--- src/rtl/cst_pkg.sv ---
package cst_pkg;
  typedef enum logic [1:0] {
    FM_IND_WR  = 2'b00,
    FM_IND_RD  = 2'b01,
    FM_POLL    = 2'b10,
    FM_MEMMAP  = 2'b11
  } fmode_e;

  localparam int unsigned CST_CNT_W = 16;
endpackage

--- src/rtl/cst_mode_gate.sv ---
module cst_mode_gate
  import cst_pkg::*;
(
  input  logic       clk,
  input  logic       rst_n,
  input  logic       periph_en,
  input  logic       abort_req,
  input  logic [1:0] func_mode,
  output logic       mm_active,
  output logic       kill,
  output logic       abort_done
);
  // Memory-mapped operation needs both the mode and the enable.
  assign mm_active = periph_en && (fmode_e'(func_mode) == FM_MEMMAP);
  // Anything that must drop chip-select and zero the count.
  assign kill      = !mm_active || abort_req;

  always_ff @(posedge clk or negedge rst_n) begin
    if (!rst_n) abort_done <= 1'b0;
    else        abort_done <= abort_req;
  end
endmodule

--- src/rtl/cst_idle_counter.sv ---
module cst_idle_counter #(
  parameter int unsigned CNT_W = 16
) (
  input  logic             clk,
  input  logic             rst_n,
  input  logic             kill,
  input  logic             access,
  input  logic             tmo_en,
  input  logic [CNT_W-1:0] limit,
  output logic             cs_hold,
  output logic             tmo_event
);
  localparam int unsigned EXT_W = CNT_W + 1;

  logic [CNT_W-1:0] cnt_q;
  logic             reached;

  // True when the next idle edge reaches the limit; a zero limit acts as one.
  function automatic logic idle_reached(input logic [CNT_W-1:0] c,
                                        input logic [CNT_W-1:0] l);
    logic [EXT_W-1:0] nxt;
    nxt = {1'b0, c} + {{CNT_W{1'b0}}, 1'b1};
    return nxt >= {1'b0, l};
  endfunction

  assign reached   = idle_reached(cnt_q, limit);
  assign tmo_event = !kill && !access && cs_hold && tmo_en && reached;

  always_ff @(posedge clk or negedge rst_n) begin
    if (!rst_n) begin
      cs_hold <= 1'b0;
      cnt_q   <= '0;
    end else if (kill) begin
      cs_hold <= 1'b0;
      cnt_q   <= '0;
    end else if (access) begin
      cs_hold <= 1'b1;
      cnt_q   <= '0;
    end else if (tmo_event) begin
      cs_hold <= 1'b0;
      cnt_q   <= '0;
    end else if (cs_hold && tmo_en) begin
      cnt_q   <= cnt_q + 1'b1;
    end
  end
endmodule

--- src/rtl/cst_event_flag.sv ---
module cst_event_flag (
  input  logic clk,
  input  logic rst_n,
  input  logic tmo_event,
  input  logic flag_clr,
  input  logic irq_en,
  output logic tmo_flag,
  output logic tmo_irq
);
  always_ff @(posedge clk or negedge rst_n) begin
    if (!rst_n)         tmo_flag <= 1'b0;
    else if (tmo_event) tmo_flag <= 1'b1;
    else if (flag_clr)  tmo_flag <= 1'b0;
  end

  assign tmo_irq = tmo_flag & irq_en;
endmodule

--- src/rtl/cs_idle_timer.sv ---
module cs_idle_timer
  import cst_pkg::*;
#(
  parameter int unsigned CNT_W = CST_CNT_W
) (
  input  logic             clk,
  input  logic             rst_n,
  input  logic             periph_en,
  input  logic             abort_req,
  input  logic [1:0]       func_mode,
  input  logic             tmo_en,
  input  logic [CNT_W-1:0] tmo_limit,
  input  logic             access_pulse,
  input  logic             flag_clr,
  input  logic             irq_en,
  output logic             cs_hold,
  output logic             tmo_flag,
  output logic             tmo_irq,
  output logic             abort_done
);
  logic mm_active;
  logic kill;
  logic tmo_event;

  cst_mode_gate u_gate (
    .clk        (clk),
    .rst_n      (rst_n),
    .periph_en  (periph_en),
    .abort_req  (abort_req),
    .func_mode  (func_mode),
    .mm_active  (mm_active),
    .kill       (kill),
    .abort_done (abort_done)
  );

  cst_idle_counter #(.CNT_W(CNT_W)) u_cnt (
    .clk       (clk),
    .rst_n     (rst_n),
    .kill      (kill),
    .access    (access_pulse),
    .tmo_en    (tmo_en),
    .limit     (tmo_limit),
    .cs_hold   (cs_hold),
    .tmo_event (tmo_event)
  );

  cst_event_flag u_flag (
    .clk       (clk),
    .rst_n     (rst_n),
    .tmo_event (tmo_event),
    .flag_clr  (flag_clr),
    .irq_en    (irq_en),
    .tmo_flag  (tmo_flag),
    .tmo_irq   (tmo_irq)
  );
endmodule

--- config.mk ---
export PLATFORM = sky130hd
export DESIGN_NAME = cs_idle_timer
export DESIGN_NICKNAME = d
export VERILOG_FILES = /design/src/rtl/cst_pkg.sv /design/src/rtl/cst_mode_gate.sv /design/src/rtl/cst_idle_counter.sv /design/src/rtl/cst_event_flag.sv /design/src/rtl/cs_idle_timer.sv
export SDC_FILE = /design/constraint.sdc
export NUM_CORES = 1
export LEC_CHECK = 0
export BUFFER_PORTS_ARGS = -buffer_cell sky130_fd_sc_hd__clkbuf_2
export CAP_MARGIN = 10
export CORE_ASPECT_RATIO = 0.75
export CORE_MARGIN = 3
export CORE_UTILIZATION = 55
export CTS_CLUSTER_DIAMETER = 50
export DETAILED_ROUTE_END_ITERATION = 7
export GPL_TIMING_DRIVEN = 0
export PLACE_DENSITY_LB_ADDON = 0.12
export RECOVER_POWER = 25
export SYNTH_ARGS = -nofsm -noshare
export SYNTH_HDL_FRONTEND = slang
export SYNTH_HIERARCHICAL = 1
export SYNTH_SLANG_ARGS = --single-unit
--- constraint.sdc ---
create_clock -name clk -period 6.8 [get_ports clk]
set_clock_uncertainty 0.05 [all_clocks]
set_input_delay 1.36 -clock clk [delete_from_list [all_inputs] [get_ports clk]]
set_output_delay 1.36 -clock clk [all_outputs]
set_load 0.02 [all_outputs]
==> metrics.csv, run 1 <==
stage;metric;value;unit
run_status;status;completed;
grt;grt_pass1_wl;6.60;mm
setup_path;crit_top_cell;ha_1;
grt;grt_overflow;0;
die;io_pins;30;
setup_path;path_cells;ha_1, nand3_4, or4_4, or2_4, xnor2_1, ha_1, nand3_1, nor2_1, a221o_1, nor4b_2, buf_2, nand4b_1, a31oi_1;
power_and_ir_drop;p_per_area;109;nW/um2
worst_hold_path;worstHoldPathType;reg2reg;
grt;gr-usage-met3;3.73;%
setup_path;cp_slowest_cell;or4_4;
grt;track_usage;22.3;%
placed_design;hpwl;3.08;mm
timing;finalCriticalPeriod;3.80;ns
synthesis;syn_area_per_cell;8.25;um2
power_and_ir_drop;combPwrFrac;9.5;%
clocking;clk_pin_slew;0.07;ns
routing;detail_route.wl_per_cell;14.2;um
flow_run;maxCapViolCount;0;
timing;post-route-period-util;55.9;%
die;die_height;54.2;um
clocking;cts_buffer_depth;2;
power_and_ir_drop;p_clk_share;36.8;%
placed_design;io_buffer_count;29;
setup_path;slowest_delay;0.58;ns
setup_path;path_buf_inv;1;
die;chipWidth;70.2;um
grt;met2_usage;37.9;%
setup_path;cp.required;6.92;ns
clocking;clock_sinks;19;
timing;fmax;263;MHz
timing;maxSlewViolCount;0;
synthesis;synth_nets;249;
power_and_ir_drop;p_leak;0.981;nW
setup_path;crit_path_end_kind;flop;
die;num_rows;16;
clocking;root_buffer;clkbuf_8;
timing;setup-violations-final;0;
timing;worstMarginPinSlew;1.05;ns
routing;drc;0;
timing;final-hold-violation-count;0;
setup_path;cp.depth;13;
die;core;2780;um2
setup_path;r2r_cells;13;
routing;firstDrtPassIters;4;
routing;drtIter0Drc;68;
worst_hold_path;worst_hold_path.num_cells;1;
setup_path;critPathTopFamily;simple AND/OR/NAND/NOR gates;
grt;grt_pass1_vias;1433;
placed_design;dpl.cell_count;271;
clocking;cts_tree;built;
power_and_ir_drop;p_seq_share;53.8;%
die;start_util;61.1;%
routing;antenna_left;0;
power_and_ir_drop;p_sw_share;22.8;%
clocking;cts_setup_buffers;0;
synthesis;yosysWarningCount;6;
synthesis;synth_cells;206;
routing;vias;1541;
clocking;cts-htree-levels;1;
setup_path;cp.arrival;3.92;ns
timing;rsz0062_at_grt;false;
clocking;ctsHoldBuffers;0;
power_and_ir_drop;switchingPower;0.0481;mW
synthesis;synthesis.area;1700;um2
clocking;cts-resized-gates;0;
layout;drive_above_1_share;22.6;%
routing;routed_wl;3.90;mm
power_and_ir_drop;power.internal;0.163;mW
grt;antenna_found_initial;0;
grt;busiest_layer;met2;
setup_path;start_kind;flop;
layout;final_core_util;69.5;%
placed_design;gp_congestion;0.876;
timing;tns;0;ns
grt;grt_max_degree;20;
die;dieArea;3800;um2
clocking;numCtsBuffers;3;
routing;drt-vias-per-instance;5.60;
clocking;clk_latency;0.25;ns
setup_path;criticalPathCategory;reg2reg;
layout;diodes;0;
timing;relSlewSlack;30.0;%
power_and_ir_drop;ir_drop;0.0975;mV
layout;nets;283;
setup_path;cp_max_fo;10;
layout;fin_cells;275;
layout;syn_to_final_growth;13.8;%
grt;met1_usage;30.8;%
-- cell usage in the layout (no fill, tap or decap), drive strengths merged, types with 3 or more instances in the layout --
cell type and count:
a21o 3, a21oi 12, a31oi 3, and3 8, buf 5, clkbuf 35, dfrtp 19, ha 17
inv 19, nand2 33, nand3 16, nand4 3, nor2 11, nor3 11, o21ai 9, or4 3
xnor2 10, xor2 4
-- power by group through the flow --
stage | Sequential, mW | Clock [mW] | Combinational (mW)
4_1_cts | 0.113 | 0.0810 | 0.0205
2_1_floorplan | 0.116 | 0 | 0.00787
3_3_place_gp | 0.116 | 0 | 0.0192
5_1_grt | 0.113 | 0.0862 | 0.0229
6_report | 0.113 | 0.0776 | 0.0200
3_5_place_dp | 0.116 | 0 | 0.0203
-- worst paths after layout --
path | startpoint | end | slack, ns
max | u_cnt/cnt_q[0] | u_cnt/cnt_q[2] | 3.00
min | u_flag/tmo_flag | u_flag/tmo_flag | 0.46
max reg2reg | u_cnt/cnt_q[0] | u_cnt/cnt_q[2] | 3.00
min reg2reg | u_flag/tmo_flag | u_flag/tmo_flag | 0.46
max in group asynchronous | rst_n | u_cnt/cnt_q[3] | 4.85
min in group asynchronous | rst_n | u_flag/tmo_flag | 1.22
-- worst reg2reg max path: stages, from the launching register on --
cell and delay [ns]:
dfrtp_1 0.45, ha_1 0.30, nand3_4 0.15, or4_4 0.58, or2_4 0.28, xnor2_1 0.13, ha_1 0.30, nand3_1 0.14
nor2_1 0.07, a221o_1 0.33, nor4b_2 0.33, buf_2 0.32, nand4b_1 0.13, a31oi_1 0.18
-- final cells by class --
class	count	area, um2
Tap cell	36	45.0
Multi-Input combinational cell	160	1100
Clock buffer	3	41.3
Fill cell	222	848
Buffer	8	57.6
Clock inverter	1	5.00
Timing Repair Buffer	29	143
Sequential cell	19	475
Inverter	19	71.3
-- metrics by stage --
stage	power [mW]	hold WS, ns	area, um2	setup WS (ns)
2_1_floorplan	0.124	0.455	1700	3.39
3_3_place_gp	0.135	0.429	1890	3.08
3_5_place_dp	0.136	0.446	1890	3.06
4_1_cts	0.215	0.465	1940	3.02
5_1_grt	0.223	0.492	1930	2.80
6_report	0.211	0.455	1930	3.00
-- state kept, by name, indices dropped and copies added (netlist names) --
name / cells
u_cnt/cs_hold: 1
u_cnt/cnt_q: 16
u_flag/tmo_flag: 1
u_gate/abort_done: 1
-- layer usage --
metal	routed length [um]	up-vias
met1	1800	703
met3	350	0
met2	1750	61
met4	0	0
met5	0	-
li1	-	777
No activity file was read; power rests on OpenSTA's default activity.
==> run 2, diff against run 1 <==
Clock period 6.8 ns to 3.6 ns, I/O delays scaled along.
==> metrics.csv, run 2 (synthesized netlist as in run 1, its figures left out) <==
stage;metric;value;unit
run_status;status;completed;
timing;setup-violations-final;0;
layout;diodes;0;
clocking;clock_sinks;19;
timing;relSlewSlack;28.7;%
timing;worstMarginPinSlew;1.07;ns
layout;final_common_cell;nand2_1;
routing;drc;0;
die;io_pins;30;
clocking;cts_tree;built;
grt;grt_pass1_wl;6.87;mm
timing;final-hold-violation-count;0;
timing;finalCriticalPeriod;3.52;ns
clocking;cts_buffer_depth;2;
routing;vias;1619;
die;die_height;54.2;um
setup_path;critPathLaunch;u_cnt/cnt_q[8];
clocking;cts-htree-levels;1;
setup_path;cp.arrival;3.61;ns
timing;fmax;284;MHz
die;num_rows;16;
layout;largest_reg_flops;16;
routing;wl_met3;346;um
die;start_util;61.1;%
die;chipWidth;70.2;um
grt;track_usage;23.3;%
power_and_ir_drop;ir_drop;0.183;mV
clocking;numCtsBuffers;3;
timing;post-route-period-util;97.8;%
routing;firstDrtPassIters;4;
setup_path;r2r_start;u_cnt/cnt_q[8];
routing;drt-met1-wl;1.98;mm
clocking;ctsHoldBuffers;0;
layout;final_cell_mix;33 x nand2_1, 27 x clkbuf_2, 19 x inv_1;
layout;fin_area;2100;um2
timing;rsz0062_at_grt;true;
setup_path;cp.required;3.69;ns
power_and_ir_drop;p_per_area;191;nW/um2
placed_design;io_buffer_count;29;
setup_path;start_kind;flop;
routing;detail_route.wl_per_cell;15.0;um
timing;maxSlewViolCount;0;
routing;highest_layer;met4;
power_and_ir_drop;p_leak;1.05;nW
power_and_ir_drop;power;0.402;mW
grt;antenna_found_initial;0;
grt;grt_overflow;0;
routing;antenna_left;0;
placed_design;hpwl;3.08;mm
placed_design;placed_area;1890;um2
layout;fin_cells;286;
layout;largest_register;u_cnt/cnt_q;
clocking;clk_pin_slew;0.07;ns
flow_run;maxCapViolCount;0;
placed_design;gp_congestion;0.876;
die;core;2780;um2
routing;drtIter0Drc;63;
clocking;clk_latency;0.25;ns
setup_path;criticalPathCategory;reg2reg;
routing;route.met2.wl;1.92;mm
layout;syn_to_final_growth;23.4;%
routing;drt-vias-per-instance;5.66;
setup_path;cp_max_fo;6;
placed_design;dpl.cell_count;271;
routing;routed_wl;4.30;mm
clocking;root_buffer;clkbuf_8;
layout;nets;294;
worst_hold_path;min_from;u_flag/tmo_flag;
setup_path;crit_path_end_kind;flop;
worst_hold_path;worstHoldPathType;reg2reg;
die;dieArea;3800;um2
layout;drive_above_1_share;29.2;%
grt;grt_max_degree;20;
grt;grt_pass1_vias;1466;
placed_design;post-place-ws;-0.139;ns
timing;worst_slack;0.0777;ns
[run 2: changes by cell type in the layout (fill, tap and decap cells not counted), sizes merged]
| cell | change |
|---|---|
| buf | +11 |
[run 2: power by group]
part / switching (mW) / internal, mW / total, mW
Combinational: 0.0229 / 0.0189 / 0.0419
Clock: 0.0687 / 0.0768 / 0.145
Sequential: 0.000292 / 0.214 / 0.214
[run 2: path summary, 6_finish.rpt]
| path | endpoint | slack [ns] | cells past startpoint |
|---|---|---|---|
| max | u_cnt/cs_hold | 0.08 | 13 |
| min | u_flag/tmo_flag | 0.46 | 1 |
| max reg2reg | u_cnt/cs_hold | 0.08 | 13 |
| min reg2reg | u_flag/tmo_flag | 0.46 | 1 |
| max in group asynchronous | u_cnt/cnt_q[2] | 2.19 | 1 |
| min in group asynchronous | u_flag/tmo_flag | 0.59 | 1 |
[run 2: through the flow]
| stage | hold slack (ns) | TNS (ns) | util (%) |
|---|---|---|---|
| global route | 0.492 | -0.0841 | 75.4 |
| floorplan | 0.374 | 0 | - |
| finish | 0.455 | 0 | 75.4 |
| global placement | 0.429 | -0.680 | 67.9 |
| CTS | 0.373 | 0 | 71.0 |
| detailed placement | 0.446 | -0.868 | 67.9 |
[run 2: critical path, stage by stage, from the launching register on]
cell and delay [ns]:
dfrtp_1 0.42, inv_1 0.11, or4_1 0.53, buf_4 0.19, nor2_4 0.13, xor2_4 0.09
ha_1 0.31, nand4_1 0.19, or4_1 0.59, a31oi_4 0.25, nor4b_4 0.09, buf_4 0.19
nor3b_1 0.18, nor3_1 0.07
[run 2: what timing repair did]
action,CTS,global route
setup endpoints to repair,8,16
pin swaps,1,13
gates resized for setup,7,11
setup buffers,1,9
gates cloned,1,0
[run 2: layer usage]
layer	vias up	GRT usage (%)
met5	-	0
met4	0	4.78
met3	4	3.92
met2	77	40.1
met1	735	31.4
li1	803	-
[run 2: area by class of cell]
cell class | count | area, um2
well taps | 36 | 45.0
inverters | 19 | 71.3
fillers | 206 | 684
multi-input cells | 160 | 1170
clock buffers | 3 | 41.3
clock inverters | 1 | 5.00
repair buffers | 40 | 225
plain buffers | 8 | 60.1
flip-flops and latches | 19 | 479
